$ cat src/rtl/rule_header_matcher.sv
module rule_header_matcher #(
  parameter int AW = 8
) (
  input  logic          clk,
  input  logic          rst_n,
  input  logic          start,
  input  logic [AW-1:0] base_addr,
  output logic [AW-1:0] rule_addr,
  input  logic [31:0]   rule_data,
  input  logic [1:0]    pkt_proto,
  input  logic [31:0]   pkt_src_ip,
  input  logic [15:0]   pkt_src_port,
  input  logic [31:0]   pkt_dst_ip,
  input  logic [15:0]   pkt_dst_port,
  output logic          ready,
  output logic          status
);
  typedef enum logic [2:0] {S_IDLE, S_PROTO, S_LD, S_NET, S_MSK, S_CMP, S_PORT} st_t;

  st_t           st;
  logic [AW-1:0] ptr;
  logic [7:0]    hdr;
  logic          side;
  logic [31:0]   addr_q, mask_q, a_q, p_q;

  wire [1:0]  code     = side ? hdr[7:6] : hdr[5:4];
  wire        pen      = side ? hdr[3] : hdr[2];
  wire [31:0] pkt_ip   = side ? pkt_dst_ip : pkt_src_ip;
  wire [15:0] pkt_port = side ? pkt_dst_port : pkt_src_port;
  wire        proto_ok = rule_data[1:0] == pkt_proto;
  wire        advance  = (st == S_PROTO && proto_ok) || (st == S_LD && code != 2'd3) ||
                         (st == S_PORT && pen);

  assign rule_addr = (st == S_IDLE) ? base_addr : ptr + AW'(advance);

  function automatic logic [31:0] net_mask(input logic [1:0] c);
    case (c)
      2'd0:    net_mask = 32'hFFFF_FFFF;
      2'd1:    net_mask = 32'hFFFF_FF00;
      2'd2:    net_mask = 32'hFFFF_0000;
      default: net_mask = 32'h0;
    endcase
  endfunction

  always_ff @(posedge clk) begin
    if (!rst_n) begin
      st <= S_IDLE; ptr <= '0; hdr <= '0; side <= 1'b0;
      addr_q <= '0; mask_q <= '0; a_q <= '0; p_q <= '0;
      ready <= 1'b0; status <= 1'b0;
    end else begin
      ready <= 1'b0;
      ptr   <= rule_addr;
      case (st)
        S_IDLE: if (start) begin st <= S_PROTO; side <= 1'b0; end
        S_PROTO: begin
          hdr <= rule_data[7:0];
          if (!proto_ok) begin ready <= 1'b1; status <= 1'b1; st <= S_IDLE; end
          else st <= S_LD;
        end
        S_LD: begin
          if (code == 2'd3) st <= S_PORT;
          else begin addr_q <= rule_data; st <= S_NET; end
        end
        S_NET: begin mask_q <= net_mask(code); st <= S_MSK; end
        S_MSK: begin a_q <= addr_q & mask_q; p_q <= pkt_ip & mask_q; st <= S_CMP; end
        S_CMP: begin
          if (a_q != p_q) begin ready <= 1'b1; status <= 1'b1; st <= S_IDLE; end
          else st <= S_PORT;
        end
        S_PORT: begin
          if (pen && rule_data[15:0] != pkt_port) begin
            ready <= 1'b1; status <= 1'b1; st <= S_IDLE;
          end else if (side) begin
            ready <= 1'b1; status <= 1'b0; st <= S_IDLE;
          end else begin
            side <= 1'b1; st <= S_LD;
          end
        end
        default: st <= S_IDLE;
      endcase
    end
  end
endmodule


$ cat config.mk
export PLATFORM = sky130hd
export DESIGN_NAME = rule_header_matcher
export DESIGN_NICKNAME = d
export VERILOG_FILES = /design/src/rtl/rule_header_matcher.sv
export SDC_FILE = /design/constraint.sdc
export NUM_CORES = 1
export LEC_CHECK = 0
export BUFFER_PORTS_ARGS = -buffer_cell sky130_fd_sc_hd__buf_4
export CAP_MARGIN = 20
export CELL_PAD_IN_SITES_DETAIL_PLACEMENT = 1
export CELL_PAD_IN_SITES_GLOBAL_PLACEMENT = 1
export CORE_MARGIN = 10
export CORE_UTILIZATION = 35
export DETAILED_ROUTE_END_ITERATION = 10
export PLACE_DENSITY = 0.86
export SLEW_MARGIN = 20
export SYNTH_ARGS = -nofsm -noshare
export SYNTH_HDL_FRONTEND = slang
export SYNTH_SLANG_ARGS = --single-unit
$ cat constraint.sdc
create_clock -name clk -period 2.55 [get_ports clk]
set_clock_uncertainty 0.05 [all_clocks]
set_input_delay 0.1275 -clock clk [delete_from_list [all_inputs] [get_ports clk]]
set_output_delay 0.1275 -clock clk [all_outputs]
set_load 0.01 [all_outputs]
* Word-level counts from Yosys, hierarchy flattened *
Index checks and enable logic that the tools add are counted.

storage, ports and cells
  bits in registers = 150
  input port bits = 141
  logic and storage cells = 71

operators by class
  equal/unequal tests = 18
  bitwise operators = 3
  reductions and logical operators = 13
  multiplexer cells = 26
  $add $sub $neg = 1

operators with widths
  kind                                                                      count
  32-bit one-hot mux with 3 select lines                                    1
  32-bit AND                                                                2
  32-bit 2-to-1 mux                                                         1
  32-bit inequality test                                                    1
  3-bit one-hot mux with 7 select lines                                     1
  16-bit 2-to-1 mux                                                         1
  16-bit inequality test                                                    1
  1-bit 2-to-1 mux                                                          11
  2-bit inequality test (second input constant)                             5
  3-bit == test (second input constant)                                     3
  3-bit 2-to-1 mux                                                          3
  8-bit by 1-bit adder with 8-bit output                                    1
  2-bit 2-to-1 mux                                                          4
  8-bit 2-to-1 mux                                                          1
  3-bit by 2-bit == test with 1-bit output (second input constant)          2
  1-bit one-hot mux with 3 select lines                                     2
  2-bit == test (second input constant)                                     2
  1-bit logical AND                                                         4
  4-bit AND reduction                                                       1
  3-bit by 1-bit == test with 1-bit output (second input constant)          1
  3-bit logical NOT                                                         1
  3-bit by 2-bit inequality test with 1-bit output (second input constant)  1
  3-bit AND reduction                                                       1
  3-bit nonzero test                                                        1
  other kinds (8)                                                           9

* Depth between registers and ports, before layout *
  word-level depth = 7
  mapped depth = 13
  mapped depth without buffers = 10

* Worst setup path before layout *
Ideal clock, no wire load.

  path kind = reg-to-reg
  start = register st[1]
  end = register ptr[4]
  slack = -0.134 ns
  required time = 2.440 ns
  stages on the path, launching flop included = 13
  arrival time = 2.574 ns
  clock period less this slack = 2.684 ns
  path buffers = 3
  cell sequence = dfxtp_1 clkbuf_1 nand2b_1 or3_1 clkbuf_1 clkbuf_1 o311ai_0 ha_1 ha_1 nand3_1 xor2_1 o21ai_0 and2_1

on the way
  cells in the longest elaborated chain, start to end = 6
  elaborated cells between the ends (all ways) = 11
  classes of those cells = 1 x add/sub; 3 x eq/ne; 1 x mux; 6 x reduce/logical

RTL lines
  element                                                                                                      RTL line  RTL
  start, declared                                                                                              20        st_t st;
  start signal, assigned                                                                                       47        st <= S_IDLE; ptr <= '0; hdr <= '0; side <= 1'b0;
  start signal, assigned                                                                                       54        S_IDLE: if (start) begin st <= S_PROTO; side <= 1'b0; end
  start signal, assigned                                                                                       57        if (!proto_ok) begin ready <= 1'b1; status <= 1'b1; st <= S_IDLE; end
  3-bit by 1-bit == test with 1-bit output / 3-bit by 2-bit == test with 1-bit output (equally long branches)  31        wire advance = (st == S_PROTO && proto_ok) || (st == S_LD && code != 2'd3) ||
  1-bit logical AND                                                                                            31
  1-bit logical OR (2 in series)                                                                               31
  8-bit by 1-bit adder with 8-bit output                                                                       34        assign rule_addr = (st == S_IDLE) ? base_addr : ptr + AW'(advance);
  8-bit 2-to-1 mux *                                                                                           34
  net rule_addr[4]                                                                                             8         output logic [AW-1:0] rule_addr,
  end signal, assigned                                                                                         52        ptr <= rule_addr;
  end, declared                                                                                                21        logic [AW-1:0] ptr;

The timed path passes the listed nets; every way through them passes the cells marked *.
A chain may end at the register's enable or synchronous reset.

* Worst setup path after layout *
  start = register hdr[5]
  end = output port rule_addr[4]

on the way
  cells in the longest elaborated chain, start to end = 7

RTL lines
  element                                 RTL line  RTL
  start, declared                         22        logic [7:0] hdr;
  start signal, assigned                  56        hdr <= rule_data[7:0];
  2-bit 2-to-1 mux                        26        wire [1:0] code = side ? hdr[7:6] : hdr[5:4];
  2-bit inequality test                   31
  1-bit logical AND                       31
  1-bit logical OR (2 in series)          31
  8-bit by 1-bit adder with 8-bit output  34
  8-bit 2-to-1 mux                        34
  end, declared                           8

No other way between the ends.

==> run_results.csv <==
group,metric,value,unit
clock_network,cts.sinks,119,
yosys,netlist_area,5600,µm²
global_routing,antenna_found_initial,1,
finish,fin_util,52.5,%
placement,dp_hpwl,13.4,mm
clock_network,clockBufferDepth,2,
pwr,p_leak,3.03,nW
yosys,yosys_warnings,0,
drt,drtAntennaViolNets,0,
drt,via_per_inst,5.46,
floorplanning,ios,151,
global_routing,grt_pass1_vias,6473,
timing,fmax,372,MHz
timing,worst_pin_slew,0.705,ns
drt,drt-wirelength-per-cell,23.1,µm
placement,gp_congestion,0.823,
yosys,ys_types,37,
worst_setup_path,startpoint_type,"register",
global_routing,grt_pass1_wl,35.6,mm
yosys,postSynthCellCount,676,
floorplanning,core_area,15800,µm²
job,cap_viol_max_count,0,
yosys,avgSynthCellArea,8.29,µm²
yosys,syn_nets,819,
timing,period_minus_slack,2.69,ns
floorplanning,start_util,35.5,%
global_routing,gr-total-overflow,0,
clock_network,insertion_delay,0.43,ns
drt,vias,5943,
yosys,async_reset_ff_share,0,%
timing,post-route-period-util,105,%
floorplanning,dieArea,21500,µm²
worst_setup_path,path_cells,"nand2_1, o21ai_2, or3_4, o311ai_4, ha_4, ha_4, nand3_2, xor2_1, o21ai_1, buf_4",
worst_setup_path,end_kind,"output pin",
drt,drt_first_pass_iters,7,
timing,finalSetupViolations,3,
placement,port_buffers,150,
timing,relSlewSlack,52.9,%
worst_setup_path,crit_type,"register to output pin",
yosys,yosysSeqAreaShare,42.5,%
timing,setup_ws,-0.139,ns
worst_setup_path,cp_common_cell,"ha_4",
worst_setup_path,arrival,2.51,ns
timing,hold_violations,0,
pwr,powerDensity,619,nW/µm²
floorplanning,die_h,147,µm
timing,rsz0062_at_grt,"yes",
yosys,ys_seq_elements,119,
yosys,synth_top_flop_cell,"dfxtp_1",
worst_setup_path,slowest_delay,0.37,ns
floorplanning,rows,46,
global_routing,grt_max_degree,65,
finish,nets,1002,
finish,drive_gt1_share,32.3,%
drt,drt-initial-drc-count,505,
worst_setup_path,cp_max_fo,4,
clock_network,clkTransAtPathRegs,0.06,ns
floorplanning,die_width,147,µm
clock_network,h-tree-depth,4,
yosys,synth_edf_count,0,
clock_network,clock-root-buffer,"clkbuf_16",
drt,drcViolationCount,0,
clock_network,cts_tree,"built",
run_status,failed_checks,"negative setup slack",
worst_setup_path,crit_path_top_delay_cell,"or3_4",
min_path,holdCritPathClass,"input pin to register",
pwr,total_power,5.13,mW
run_status,status,"finished with violations",
drt,finalWirelength,25.2,mm
finish,fillers,1861,
clock_network,cts-buffers-inserted,17,
worst_setup_path,critPathRequiredTime,2.37,ns
finish,area_delta_synth_final,47.8,%
global_routing,groute.usage.overall,20.6,%
pwr,ir_drop,0.458,mV
timing,final-max-slew-violation-count,0,
-- power by group --
part / leakage, nW / switching [mW] / internal [mW]
registers: 0.965 / 0.0379 / 1.89
logic: 1.77 / 0.262 / 0.325
clock network: 0.295 / 1.05 / 1.56
total: 3.03 / 1.35 / 3.78
-- layout by cell type, fill, tap and decap left out, types with 4 or more instances in the layout --
master           n
dlygate4sd3_1   35
buf_4          172
nor2_1          15
clkbuf_16       18
inv_6            4
and2_1           9
clkinvlp_4       4
mux2i_1         22
buf_12           4
nand3_1         65
a21oi_1        102
o21ai_1          5
xnor2_1         52
mux2_2          34
dfxtp_1        113
nand4_1          9
nand2_1        137
-- worst max-delay path, delay by kind of cell, from the launching register on --
family                     cells  cell delay (ns)
buffers and inverters          1             0.17
adders and majority gates      2             0.39
and+or+nand+nor                3             0.59
xor gates and xnor gates       1             0.19
DFF                            1             0.35
AOI/OAI and AO/OA              3             0.41
-- flip-flops by register name, summed over array words and instances (netlist names) --
signal,flops
a_q,32
addr_q,32
hdr,6
mask_q,3
p_q,32
ptr,8
ready,1
side,1
st,3
status,1
-- Yosys cell counts, types with 3 or more instances --
master | n | area share, %
xor2_1 | 4 | 0.63
dfxtp_1 | 119 | 43
a211o_1 | 3 | 0.47
nand4_1 | 9 | 1.0
a21oi_1 | 102 | 9.1
mux2_2 | 35 | 7.0
xnor2_1 | 52 | 8.1
nand2_1 | 139 | 9.3
and3_1 | 3 | 0.34
nand3_1 | 69 | 6.2
nor3_1 | 4 | 0.36
o21ai_0 | 8 | 0.71
clkbuf_1 | 47 | 3.1
nand2b_1 | 4 | 0.45
nor2_1 | 16 | 1.1
nor4_1 | 4 | 0.45
and2_1 | 9 | 1.0
mux2i_1 | 24 | 4.3
-- path summary, 6_finish.rpt --
path | startpoint | endpoint | slack, ns | cells after the start
max | hdr[5] | rule_addr[4] | -0.14 | 10
min reg2reg | addr_q[19] | addr_q[19] | 0.41 | 2
min | base_addr[7] | ptr[7] | 0.005 | 4
max reg2reg | side | side | 0.02 | 9
-- area by class of cell --
cell class,instances,area (µm²),share of cell area [%]
antenna,1,2.50,0.0302
clock buffer,17,425,5.14
clock inverter,15,193,2.33
inverter,3,15.0,0.181
multi-input combinational,503,3160,38.1
sequential,119,2400,28.9
tap,216,270,3.26
timing repair buffer,215,1820,22.0
-- repair_timing --
action / CTS / global route
setup endpoints to repair: 8 / 11
gates cloned: 1 / 1
gates resized for setup: 26 / 22
pin swaps: 10 / 9
hold buffers: 35 / 0
hold endpoints to repair: 49 / 0
setup buffers: 7 / 6
-- routing by layer --
layer  part of all wire (%)  global-route usage, %
met5                      0                      0
met4                    3.3                   9.31
met3                    5.3                   4.79
met2                     51                   36.5
met1                     40                   23.0
-- metrics by stage --
stage / setup TNS (ns) / cell area, µm² / hold slack [ns] / setup slack [ns] / std cells
floorplan: 0 / 5610 / 0.213 / 0.00532 / 676
detailed placement: 0 / 6960 / 0.336 / 0.180 / 1007
finish: -0.169 / 8280 / 0.00506 / -0.139 / 1089
global placement: 0 / 6960 / 0.327 / 0.231 / 1007
CTS: -0.0236 / 8100 / 0.00453 / -0.0137 / 1082
global route: -0.507 / 8280 / 0.0161 / -0.175 / 1089
-- kinds of logic after synthesis --
kind of cell	synth area share (%)
multiplexers	11.3
AND/OR/NAND/NOR	20.9
buffers and inverters	4.20
AO/OA/AOI/OAI	11.8
XOR/XNOR	8.75
flip-flops	42.5
adder cells (fa/ha/maj)	0.447
(Power assumes the default switching activity.)
